[src/rtl/wts_pkg.sv]
package wts_pkg;
  typedef enum logic [1:0] {
    OP_WRITE = 2'd0,
    OP_READ  = 2'd1,
    OP_PRE   = 2'd2,
    OP_NONE  = 2'd3
  } op_e;

  typedef struct packed {
    logic cs_n;
    logic ras_n;
    logic cas_n;
    logic we_n;
  } pins_t;

  localparam pins_t PINS_NOP   = 4'b1111;
  localparam pins_t PINS_WRITE = 4'b0100;
  localparam pins_t PINS_READ  = 4'b0101;
  localparam pins_t PINS_PRE   = 4'b0010;
endpackage

[src/rtl/wts_burst_age.sv]
// Tracks edges since the most recent write, saturating at the end of the data window.
module wts_burst_age #(
  parameter int unsigned HALF_BL = 4,
  parameter int unsigned TDQSS   = 1
) (
  input  logic clk,
  input  logic rst_n,
  input  logic wr_fire,
  output logic ww_ok,
  output logic early_ok,
  output logic win_done,
  output logic gap_load,
  output logic win_open_nxt
);
  localparam int unsigned WIN = TDQSS + HALF_BL;
  localparam int unsigned AW  = $clog2(WIN + 1);

  logic [AW-1:0] age_q, age_d;

  always_comb begin
    if (wr_fire)
      age_d = AW'(1);
    else if (age_q < AW'(WIN))
      age_d = age_q + 1'b1;
    else
      age_d = age_q;
  end

  always_ff @(posedge clk or negedge rst_n) begin
    if (!rst_n) age_q <= AW'(WIN);
    else        age_q <= age_d;
  end

  assign ww_ok        = age_q >= AW'(HALF_BL);
  assign early_ok     = age_q > AW'(TDQSS);
  assign win_done     = age_q == AW'(WIN);
  assign gap_load     = (age_d == AW'(WIN)) && (age_q != AW'(WIN));
  assign win_open_nxt = age_d < AW'(WIN);
endmodule

[src/rtl/wts_gap_timer.sv]
// Down-counter armed when the last write beat is latched.
module wts_gap_timer #(
  parameter int unsigned GAP = 2
) (
  input  logic clk,
  input  logic rst_n,
  input  logic load,
  input  logic win_done,
  output logic ok
);
  localparam int unsigned CW = (GAP > 0) ? $clog2(GAP + 1) : 1;

  logic [CW-1:0] cnt_q, cnt_d;

  always_comb begin
    if (load)
      cnt_d = CW'(GAP);
    else if (cnt_q != '0)
      cnt_d = cnt_q - 1'b1;
    else
      cnt_d = cnt_q;
  end

  always_ff @(posedge clk or negedge rst_n) begin
    if (!rst_n) cnt_q <= '0;
    else        cnt_q <= cnt_d;
  end

  assign ok = win_done && (cnt_q == '0);
endmodule

[src/rtl/wts_cmd_enc.sv]
// Maps an operation onto strobe levels and the address bus.
module wts_cmd_enc
  import wts_pkg::*;
#(
  parameter int unsigned COL_W  = 8,
  parameter int unsigned ADDR_W = 12,
  parameter int unsigned AP_BIT = 8
) (
  input  op_e               op,
  input  logic              issue,
  input  logic [COL_W-1:0]  col,
  input  logic              ap_flag,
  output pins_t             pins,
  output logic [ADDR_W-1:0] addr
);
  always_comb begin
    pins = PINS_NOP;
    addr = '0;
    if (issue) begin
      unique case (op)
        OP_WRITE: begin
          pins = PINS_WRITE;
          addr[COL_W-1:0] = col;
          addr[AP_BIT] = ap_flag;
        end
        OP_READ: begin
          pins = PINS_READ;
          addr[COL_W-1:0] = col;
          addr[AP_BIT] = ap_flag;
        end
        OP_PRE: begin
          pins = PINS_PRE;
          addr[AP_BIT] = ap_flag;
        end
        default: begin
          pins = PINS_NOP;
        end
      endcase
    end
  end
endmodule

[src/rtl/wr_turn_sched.sv]
module wr_turn_sched
  import wts_pkg::*;
#(
  parameter int unsigned BL     = 8,
  parameter int unsigned TDQSS  = 1,
  parameter int unsigned TWTR   = 2,
  parameter int unsigned TWR    = 3,
  parameter int unsigned BA_W   = 2,
  parameter int unsigned COL_W  = 8,
  parameter int unsigned ADDR_W = 12,
  parameter int unsigned AP_BIT = 8
) (
  input  logic              clk,
  input  logic              rst_n,
  input  logic              req_valid,
  output logic              req_ready,
  input  logic [1:0]        req_op,
  input  logic [BA_W-1:0]   req_bank,
  input  logic [COL_W-1:0]  req_col,
  input  logic              req_trunc,
  input  logic              req_autopre,
  input  logic              req_all,
  output logic              cmd_valid,
  output logic              cs_n,
  output logic              ras_n,
  output logic              cas_n,
  output logic              we_n,
  output logic              cke,
  output logic [BA_W-1:0]   ba,
  output logic [ADDR_W-1:0] addr,
  output logic              dm
);
  localparam int unsigned HALF_BL = BL / 2;
  localparam int unsigned NBANK   = 1 << BA_W;

  op_e  op;
  logic ww_ok, early_ok, win_done, gap_load, win_open_nxt;
  logic [1:0] gap_ok;              // [0] write-to-read, [1] write recovery
  logic pend_hit, allowed, fire, issue, wr_fire, tr_fire;
  logic [NBANK-1:0] pend_q, pend_d;
  logic dm_q, dm_d, cmd_valid_q;
  pins_t enc_pins, pins_q;
  logic [ADDR_W-1:0] enc_addr, addr_q;
  logic [BA_W-1:0] ba_q;

  assign op = op_e'(req_op);

  wts_burst_age #(.HALF_BL(HALF_BL), .TDQSS(TDQSS)) u_age (
    .clk(clk), .rst_n(rst_n), .wr_fire(wr_fire),
    .ww_ok(ww_ok), .early_ok(early_ok), .win_done(win_done),
    .gap_load(gap_load), .win_open_nxt(win_open_nxt)
  );

  for (genvar g = 0; g < 2; g++) begin : g_gap
    wts_gap_timer #(.GAP(g == 0 ? TWTR : TWR)) u_gap (
      .clk(clk), .rst_n(rst_n), .load(gap_load),
      .win_done(win_done), .ok(gap_ok[g])
    );
  end

  // Admission rule per operation
  always_comb begin
    pend_hit = (op == OP_PRE) && !req_all && pend_q[req_bank];
    unique case (op)
      OP_WRITE: allowed = ww_ok;
      OP_READ:  allowed = gap_ok[0] || (req_trunc && early_ok);
      OP_PRE:   allowed = pend_hit || gap_ok[1] || (req_trunc && early_ok);
      default:  allowed = 1'b1;
    endcase
  end

  assign req_ready = allowed;
  assign fire      = req_valid && allowed;
  assign issue     = fire && (op != OP_NONE) && !pend_hit;
  assign wr_fire   = fire && (op == OP_WRITE);
  assign tr_fire   = issue && req_trunc && ((op == OP_READ) || (op == OP_PRE));

  wts_cmd_enc #(.COL_W(COL_W), .ADDR_W(ADDR_W), .AP_BIT(AP_BIT)) u_enc (
    .op(op), .issue(issue), .col(req_col),
    .ap_flag((op == OP_PRE) ? req_all : req_autopre),
    .pins(enc_pins), .addr(enc_addr)
  );

  // Next state: pending auto-precharge banks and data mask
  always_comb begin
    pend_d = pend_q;
    if (wr_fire)
      pend_d[req_bank] = req_autopre;
    else if (fire && (op == OP_PRE)) begin
      if (req_all) pend_d = '0;
      else         pend_d[req_bank] = 1'b0;
    end
    dm_d = !wr_fire && (dm_q || tr_fire) && win_open_nxt;
  end

  always_ff @(posedge clk or negedge rst_n) begin
    if (!rst_n) begin
      pend_q      <= '0;
      dm_q        <= 1'b0;
      cmd_valid_q <= 1'b0;
      pins_q      <= PINS_NOP;
    end else begin
      pend_q      <= pend_d;
      dm_q        <= dm_d;
      cmd_valid_q <= issue;
      pins_q      <= enc_pins;
    end
  end

  always_ff @(posedge clk or negedge rst_n) begin
    if (!rst_n) begin
      ba_q   <= '0;
      addr_q <= '0;
    end else if (issue) begin
      ba_q   <= req_bank;
      addr_q <= enc_addr;
    end
  end

  assign cmd_valid = cmd_valid_q;
  assign cs_n      = pins_q.cs_n;
  assign ras_n     = pins_q.ras_n;
  assign cas_n     = pins_q.cas_n;
  assign we_n      = pins_q.we_n;
  assign cke       = 1'b1;
  assign ba        = ba_q;
  assign addr      = addr_q;
  assign dm        = dm_q;
endmodule

[config.mk]
export PLATFORM = sky130hd
export DESIGN_NAME = wr_turn_sched
export DESIGN_NICKNAME = d
export VERILOG_FILES = /design/src/rtl/wts_pkg.sv /design/src/rtl/wts_burst_age.sv /design/src/rtl/wts_gap_timer.sv /design/src/rtl/wts_cmd_enc.sv /design/src/rtl/wr_turn_sched.sv
export SDC_FILE = /design/constraint.sdc
export NUM_CORES = 1
export LEC_CHECK = 0
export ABC_AREA = 1
export BUFFER_PORTS_ARGS = -buffer_cell sky130_fd_sc_hd__buf_2
export CORE_ASPECT_RATIO = 1.25
export CORE_MARGIN = 1.5
export CORE_UTILIZATION = 57
export DETAILED_ROUTE_END_ITERATION = 6
export GPL_ROUTABILITY_DRIVEN = 0
export HOLD_SLACK_MARGIN = 0.06
export PLACE_DENSITY_LB_ADDON = 0.2
export SYNTH_ARGS = -nofsm -noshare
export SYNTH_HDL_FRONTEND = slang
export SYNTH_SLANG_ARGS = --single-unit
[constraint.sdc]
create_clock -name clk -period 2.85 [get_ports clk]
set_input_delay 0.57 -clock clk [delete_from_list [all_inputs] [get_ports clk]]
set_output_delay 0.57 -clock clk [all_outputs]
set_load 0.005 [all_outputs]
==> summary.txt, run 1 <==
Slew @ Worst Pin: 0.6055 ns
Inst Count DP: 277
Fillers: 254
Detailed Place HPWL: 2447 um
Clock slew at reported path FFs: 0.15 ns
Die X-Extent: 51.11 um
R2R Setup Slk: 0.68 ns
WL final: 3272 um
Initial antenna violation count: 0
F_max: 409.4 MHz
Final worst path period share: 0.8571
CP Max Fanout: 13
Final setup viols: 0
Via Count: 1483
DIE AREA: 3227 sq um
Min Tclk post-route: 2.443 ns
Placed Area: 1794 sq um
DRC errors left: 0
Mean area per synthesized cell: 7.599 sq um
Final core occ: 0.6824
Final Non-Filler Cells: 281
Synth async-reset ratio: 1.000
Post-CTS Setup Repair Bufs: 0
Seq/Total Area, Yosys: 0.4294
CTS tree: done
Type of the worst setup path: register to output port
R2r startpoint: u_age.age_q[0]
Worst path cell trace: ha_1 -> nand2_1 -> o21ai_0 -> inv_1 -> nand2_1 -> nand2_1 -> nand2_2 -> buf_2
CP startpoint kind: register
Synth warn: 0
CORE AREA: 2706 sq um
CTS Hold Bufs: 0
Maximum vdd drop: 0.5190 mV
R2r endpoint: addr[8]
Leak: 1.071 nW
Synth Instances: 217
Largest stage delay on the critical path: 0.59 ns
Buffers on Ports: 35
Most frequently used flop master after synthesis: dfrtp_1
Cell with the most instances after synthesis: nand2_1
Status: completed
Final Hold Viols: 0
Synth top area share: 0.3338
Clock Skew: 0.001718 ns
Fin nets: 275
Number of max-cap violations: 0
WP data required: 2.28 ns
Clk buf depth: 2
Row count: 21
Synth area leader: dfrtp_1
Data arrival time of the critical path: 1.87 ns
Crit path max-delay family: flip-flops
P&R area growth vs syn: 11.99%
Post-synth top cells: nand2_1 (71), inv_1 (27), dfrtp_1 (22), nor2_1 (16), nand3_1 (13)
Diode count: 0
Final Cell Area: 1847 sq um
1st-pass router iterations: 4
Top cells by area, synth: dfrtp_1 (33%), nand2_1 (16%), dfstp_2 (9.6%), ha_1 (6.8%), inv_1 (6.1%)
Clock Latency Late Sink: 0.33 ns
P per Cell Area: 742.4 nW/um^2
IO Count: 40
Max stage delay cell, worst path: dfstp_2
Unique masters post-synth: 27
CP most frequent cell: nand2_1
CTS Sinks: 28
Vias/cell: 5.278
WL per Instance: 11.64 um
Worst reg2reg path depth: 12
Root Driver: clkbuf_4
CP bufs+invs: 2
H-tree Lvls: 1
Worst Hold Class: input pin to asynchronous set/reset pin
Number of flops mapped to enable cells by yosys: 0
Relative slew slack: 0.5963
Final Max Tran Viols: 0
Initial Util: 0.6093
Detailed Route Iter0 Violations: 55
Share of cells above drive strength 1: 0.2105
FF+latch count, synth: 28
Die H: 63.14 um
RSZ-0062 raised after global routing: false
Total CTS buffers: 3
Overflow after GRT: 0
Vias in the first global route: 1305
GRT Util Overall: 0.2175
First-pass GRT wire length: 5554 um
CP endpoint kind: output port
DRT antenna net count: 0
Total Neg Setup Slack: 0 ns
Largest net degree at the start of global routing: 29
Post-cts resize count: 0
Syn Std Cell Area: 1649 sq um
==> per-stage QoR <==
stage,hold WS (ns),power [mW],setup WS [ns]
2_1_floorplan,0.2744,0.9748,0.8335
3_3_place_gp,0.4606,1.097,0.4404
3_5_place_dp,0.4665,1.123,0.3366
4_1_cts,0.2440,1.381,0.4143
5_1_grt,0.2656,1.490,0.2668
6_report,0.2234,1.371,0.4072
==> routing by layer <==
metal / routed length, um / share of wire / global-route usage / vias to the layer above
met5: 0 / 0 / 0 / -
met1: 1416 / 0.43 / 0.2828 / 683
li1: - / - / - / 734
met3: 186 / 0.057 / 0.02607 / 9
met4: 41 / 0.013 / 0.05743 / 0
met2: 1627 / 0.50 / 0.3766 / 57
==> cell usage in the layout, fill, tap and decap left out, drive strengths merged <==
master   n
ha       9
o21a     1
dfrtp   22
bufinv   1
clkbuf   3
nor3b    3
conb     4
xnor2    1
o21ai   11
nor3     3
nand2   73
dfstp    6
a21oi    3
inv     29
nand3   14
nor2    17
nand4   11
buf     35
o211ai   1
==> how the worst max path moves through the flow <==
| stage | slack (ns) | depth (start not counted) | start | end |
|---|---|---|---|---|
| floorplan | 0.83 | 9 | req_op[0] | req_ready |
| global placement | 0.44 | 14 | req_op[0] | ba[1] |
| detailed placement | 0.34 | 14 | req_op[0] | addr[8] |
| CTS | 0.41 | 8 | u_age.age_q[0] | req_ready |
| global route | 0.27 | 8 | u_age.age_q[0] | req_ready |
| finish | 0.41 | 8 | u_age.age_q[0] | req_ready |
==> where the power goes <==
group          total (mW)  switching [mW]  internal [mW]  leakage [nW]
combinational       0.525           0.317          0.208         0.697
clock               0.260           0.118          0.142        0.0279
sequential          0.587          0.0666          0.520         0.346
total                1.37           0.501          0.870          1.07
==> final cells by class <==
| type | instances | area [sq um] | area share |
|---|---|---|---|
| multi-input cells | 151 | 757.0 | 0.4099 |
| well taps | 34 | 42.54 | 0.02304 |
| repair buffers | 35 | 175.2 | 0.09485 |
| flip-flops and latches | 28 | 708.2 | 0.3835 |
| clock buffers | 3 | 22.52 | 0.01220 |
| inverters | 29 | 111.4 | 0.06030 |
| clock inverters | 1 | 30.03 | 0.01626 |
==> state kept, by name (all words and copies together), names as in the netlist, 2 cells and up <==
name / flops
addr: 9
g_gap.u_gap.cnt_q: 4
pend_q: 4
u_age.age_q: 3
ba: 2
==> cell families (layout without fill, tap and decap cells) <==
family,after synthesis,count (layout),synth area share
AOI/OAI and AO/OA,16,16,0.05387
DFF,28,28,0.4294
xor gates and xnor gates,1,1,0.005312
buffers and inverters,40,68,0.1161
other,2,4,0.004554
adders and majority gates,9,9,0.06829
and+or+nand+nor,121,121,0.3225
(Power assumes the default switching activity.)
==> run 2, diff against run 1 <==
Settings changed: PLACE_DENSITY set to 0.88, PLACE_DENSITY_LB_ADDON 0.2 to unset.
==> summary.txt, run 2 (same netlist as run 1, synthesis figures left out) <==
R2R Setup Slk: 0.79 ns (+0.11 ns)
Detailed Route Iter0 Violations: 47 (-15%)
1st-pass router iterations: 4 (unchanged)
Max FFs per register: 9 (unchanged)
Via Count: 1441 (-2.8%)
CTS Sinks: 28 (unchanged)
GRT Util Overall: 0.2077 (-0.009760)
Post-cts resize count: 0 (unchanged)
Data arrival time of the critical path: 1.86 ns (about the same)
Post-CTS Setup Repair Bufs: 0 (unchanged)
P per Cell Area: 701.7 nW/um^2 (-5.5%)
Clock slew at reported path FFs: 0.14 ns (about the same)
WL per Instance: 10.81 um (-7.2%)
Row count: 21 (unchanged)
Number of max-cap violations: 0 (unchanged)
Diode count: 0 (unchanged)
Worst reg2reg path depth: 10 (-2)
Die H: 63.14 um (unchanged)
Total Neg Setup Slack: 0 ns (unchanged)
WL final: 3048 um (-6.8%)
Leak: 1.069 nW (-0.16%)
RSZ-0062 raised after global routing: false
CP startpoint kind: register
IO Count: 40 (unchanged)
R2r startpoint: u_age.age_q[0]
Slew @ Worst Pin: 0.5795 ns (-0.02594 ns)
Largest net degree at the start of global routing: 29 (unchanged)
Clock Latency Late Sink: 0.33 ns (about the same)
Overflow after GRT: 0 (unchanged)
Most common cell after layout, fill and taps aside: nand2_1
CTS Hold Bufs: 0 (unchanged)
P&R area growth vs syn: 11.46%
Type of the worst setup path: register to output port
WP data required: 2.28 ns (about the same)
Final Hold Viols: 0 (unchanged)
Most frequent cells in the layout: nand2_1 (71), buf_2 (35), inv_1 (27), dfrtp_1 (22), nor2_1 (16)
Total CTS buffers: 3 (unchanged)
Min Tclk post-route: 2.428 ns (-0.01449 ns)
F_max: 411.8 MHz (+0.60%)
Share of cells above drive strength 1: 0.2137 (+0.003183)
CTS tree: done
DRT antenna net count: 0 (unchanged)
Final setup viols: 0 (unchanged)
Root Driver: clkbuf_4
CP endpoint kind: output port
Buffers on Ports: 35 (unchanged)
DIE AREA: 3227 sq um (unchanged)
Relative slew slack: 0.6136 (+0.01729)
Final worst path period share: 0.8521 (-0.005085)
Clock Skew: 0.004670 ns (+0.002952 ns)
Clk buf depth: 2 (unchanged)
Initial Util: 0.6093 (unchanged)
Vias/cell: 5.110 (-3.2%)
Worst Hold Class: input pin to asynchronous set/reset pin
Initial antenna violation count: 0 (unchanged)
Vias in the first global route: 1256 (-3.8%)
Detailed Place HPWL: 2362 um (-3.4%)
Pre-CTS setup slack: 0.4734 ns (+0.1368 ns)
Fin nets: 276 (+0.36%)
Design Power: 1.290 mW (-5.9%)
Die X-Extent: 51.11 um (unchanged)
DRC errors left: 0 (unchanged)
Status: completed
CORE AREA: 2706 sq um (unchanged)
Setup ws final: 0.4217 ns (+0.01449 ns)
Maximum vdd drop: 0.5223 mV (+0.63%)
R2r endpoint: pend_q[3]
H-tree Lvls: 1 (unchanged)
First-pass GRT wire length: 5181 um (-6.7%)
CP Max Fanout: 13 (unchanged)
Final Max Tran Viols: 0 (unchanged)
-- run 2: changes by cell type in the layout (fill, tap and decap cells not counted) --
cell       delta
bufinv_16     -1
clkbuf_8      +1
buf_4         +1
-- run 2: metrics by stage --
step / instances / util / hold WS, ns / instance area (sq um)
detailed placement: 278 / 0.6657 / 0.4594 / 1802
CTS: 282 / 0.6791 / 0.2345 / 1838
finish: 282 / 0.6791 / 0.2194 / 1838
floorplan: 219 / - / 0.2744 / 1657
global placement: 278 / 0.6657 / 0.4586 / 1802
global route: 282 / 0.6791 / 0.2517 / 1838
-- run 2: how the worst max path moves through the flow --
stage | startpoint | end | cells after the start
after global routing | req_op[0] | req_ready | 10
after detailed placement | req_op[0] | req_ready | 10
after global placement | req_op[0] | req_ready | 10
after floorplan | req_op[0] | req_ready | 9
final | u_age.age_q[0] | req_ready | 8
after CTS | u_age.age_q[0] | req_ready | 8
-- run 2: layer usage --
layer  track usage  vias to the layer above  wire length (um)
met2        0.3636                       44              1518
met1        0.2504                      655              1302
met5             0                        -                 0
li1              -                      734                 -
met4       0.09122                        0                59
met3       0.02370                        8               168
-- run 2: report_power, final --
group / total [mW] / switching [mW] / internal (mW)
Combinational: 0.514 / 0.306 / 0.208
Clock: 0.189 / 0.110 / 0.0783
Sequential: 0.587 / 0.0674 / 0.520
Total: 1.29 / 0.483 / 0.806
-- run 2: final cells by class --
cell class,count,area [sq um]
Multi-Input combinational cell,151,757.0
Clock buffer,4,36.28
Fill cell,228,868.3
Sequential cell,28,708.2
Tap cell,34,42.54
Inverter,29,111.4
Timing Repair Buffer,36,182.7
-- run 2: critical path, cell delays in order, from the launching register on --
cell	delay, ns
dfstp_2	0.59
ha_1	0.17
nand2_1	0.09
o21ai_0	0.15
inv_1	0.06
nand2_1	0.06
nand2_1	0.06
nand2_2	0.19
buf_2	0.16
==> run 3, diff against run 2 <==
Settings changed: CORE_UTILIZATION 57 to 58, SYNTH_HIERARCHICAL set to 1.
==> summary.txt, run 3 <==
Number of flops mapped to enable cells by yosys: 0 (unchanged)
Leak: 1.307 nW (+22%)
IO Count: 40 (unchanged)
Total CTS buffers: 5 (+2)
Seq/Total Area, Yosys: 0.4184 (-0.01099)
Vias in the first global route: 1577 (+26%)
Detailed Route Iter0 Violations: 59 (+26%)
Clock Skew: 0.003913 ns (-0.0007572 ns)
Total Neg Setup Slack: 0 ns (unchanged)
Type of the worst setup path: register to output port
Die H: 66.52 um (+5.4%)
Post-CTS Setup Repair Bufs: 0 (unchanged)
Synth async-reset ratio: 1.000 (unchanged)
CTS Sinks: 31 (+11%)
Fillers: 272 (+19%)
Top cells by area, synth: dfrtp_1 (33%), nand2_1 (19%), dfstp_2 (8.4%), inv_1 (7.4%), ha_1 (5.3%)
Share of cells above drive strength 1: 0.2416 (+0.02790)
H-tree Lvls: 2 (+1)
Final Hold Viols: 0 (unchanged)
Clock Latency Late Sink: 0.34 ns (about the same)
Max FFs per register: 12 (+3)
Status: completed
DIE AREA: 3579 sq um (+11%)
DRC errors left: 0 (unchanged)
Initial Util: 0.6239 (+0.01451)
WP data required: 2.28 ns (about the same)
Diode count: 0 (unchanged)
Largest net degree at the start of global routing: 32 (+10%)
Final Cell Area: 2105 sq um (+14%)
CORE AREA: 3000 sq um (+11%)
Synth Instances: 258 (+19%)
Number of max-cap violations: 0 (unchanged)
Row count: 22 (+4.8%)
Root Driver: clkbuf_4
Post-cts resize count: 0 (unchanged)
Cell with the most instances after synthesis: nand2_1
Vias/cell: 5.078 (-0.63%)
Final Max Tran Viols: 0 (unchanged)
Post-synth top cells: nand2_1 (95), inv_1 (37), dfrtp_1 (25), nor2_1 (22), nand3_1 (12)
Synth top area share: 0.3342 (+0.0003854)
Overflow after GRT: 0 (unchanged)
Clock slew at reported path FFs: 0.10 ns (-0.04 ns)
CP Max Fanout: 13 (unchanged)
P&R area growth vs syn: 12.43%
Die X-Extent: 53.81 um (+5.3%)
CTS tree: done
Synth area leader: dfrtp_1
RSZ-0062 raised after global routing: false
WL final: 3857 um (+27%)
Design Power: 1.469 mW (+14%)
Mean area per synthesized cell: 7.255 sq um (-4.5%)
FF+latch count, synth: 31 (+11%)
Most frequently used flop master after synthesis: dfrtp_1
Synth warn: 6 (+6)
DRT antenna net count: 0 (unchanged)
Data arrival time of the critical path: 1.89 ns (+0.03 ns)
Worst Hold Class: input pin to asynchronous set/reset pin
CTS Hold Bufs: 0 (unchanged)
CP endpoint kind: output port
Min Tclk post-route: 2.459 ns (+0.03112 ns)
Placed Area: 2051 sq um (+14%)
Fin nets: 323 (+17%)
Detailed Place HPWL: 2856 um (+21%)
Final setup viols: 0 (unchanged)
Buffers on Ports: 38 (+8.6%)
Most frequent cells in the layout: nand2_1 (95), buf_2 (38), inv_1 (37), dfrtp_1 (25), nor2_1 (22)
Maximum vdd drop: 0.4925 mV (-5.7%)
CP startpoint kind: register
Initial antenna violation count: 0 (unchanged)
Most common cell after layout, fill and taps aside: nand2_1
P per Cell Area: 698.0 nW/um^2 (-0.53%)
Relative slew slack: 0.5515 (-0.06217)
First-pass GRT wire length: 6506 um (+26%)
R2R Setup Slk: 0.43 ns (-0.36 ns)
Final worst path period share: 0.8630 (+0.01092)
1st-pass router iterations: 6 (+2)
Slew @ Worst Pin: 0.6728 ns (+0.09325 ns)
WL per Instance: 11.55 um (+6.8%)
F_max: 406.6 MHz (-1.3%)
GRT Util Overall: 0.2562 (+0.04848)
Clk buf depth: 2 (unchanged)
Via Count: 1696 (+18%)
Unique masters post-synth: 25 (-7.4%)
Syn Std Cell Area: 1872 sq um (+14%)
[run 3: power by group]
group          switching [mW]  total, mW  internal (mW)  leakage [nW]
Combinational           0.360      0.591          0.231         0.889
Sequential             0.0713      0.624          0.553         0.390
Clock                   0.159      0.254         0.0949        0.0282
Total                   0.590       1.47          0.879          1.31
[run 3: final timing paths]
path,start,to,depth (start not counted)
setup / recovery,u_age/age_q[0],req_ready,12
hold / removal,rst_n,addr[11],1
setup reg to reg,u_age/age_q[0],g_gap[0].u_gap/cnt_q[0],22
hold reg to reg,addr[1],addr[1],2
max in group asynchronous,rst_n,addr[3],1
min in group clk,req_op[1],ras_n,2
[run 3: worst max-delay path, stage by stage, from the launching register on]
cell and delay, ns:
dfstp_2 0.60, ha_1 0.15, nand2_1 0.06, inv_1 0.07, nand2_1 0.05, inv_1 0.05
nand2_1 0.04, nand2_1 0.06, a21oi_1 0.04, nand2_1 0.08, nand2_2 0.06, nand2_4 0.14
buf_2 0.14
[run 3: final cells by class]
class	count	area [sq um]	share of cell area
Multi-Input combinational cell	176	847.1	0.4025
Sequential cell	31	783.3	0.3722
Timing Repair Buffer	41	212.7	0.1011
Inverter	42	162.7	0.07729
Tap cell	36	45.04	0.02140
Clock buffer	6	41.29	0.01962
Clock inverter	2	12.51	0.005945
[run 3: cells by family after synthesis]
group	after synthesis	share of synthesized area
compound gates	7	0.01871
fa+ha+maj	8	0.05348
buf+inv	53	0.1330
flops	31	0.4184
other cells	2	0.004012
simple gates	157	0.3723
[run 3: metal layers]
metal  global-route usage  share of wire
met2               0.4375           0.50
met5                    0              0
met1               0.2975           0.41
met3              0.06278          0.058
met4               0.1058          0.026
[run 3: metrics by stage]
| step | utilization | instances | worst slack [ns] | hold WS [ns] |
|---|---|---|---|---|
| floorplan | - | 260 | 0.7439 | 0.2744 |
| global placement | 0.6835 | 326 | 0.4697 | 0.4597 |
| detailed placement | 0.6835 | 326 | 0.3298 | 0.4595 |
| CTS | 0.7014 | 334 | 0.3890 | 0.2688 |
| global route | 0.7014 | 334 | 0.1795 | 0.2880 |
| finish | 0.7014 | 334 | 0.3905 | 0.2521 |
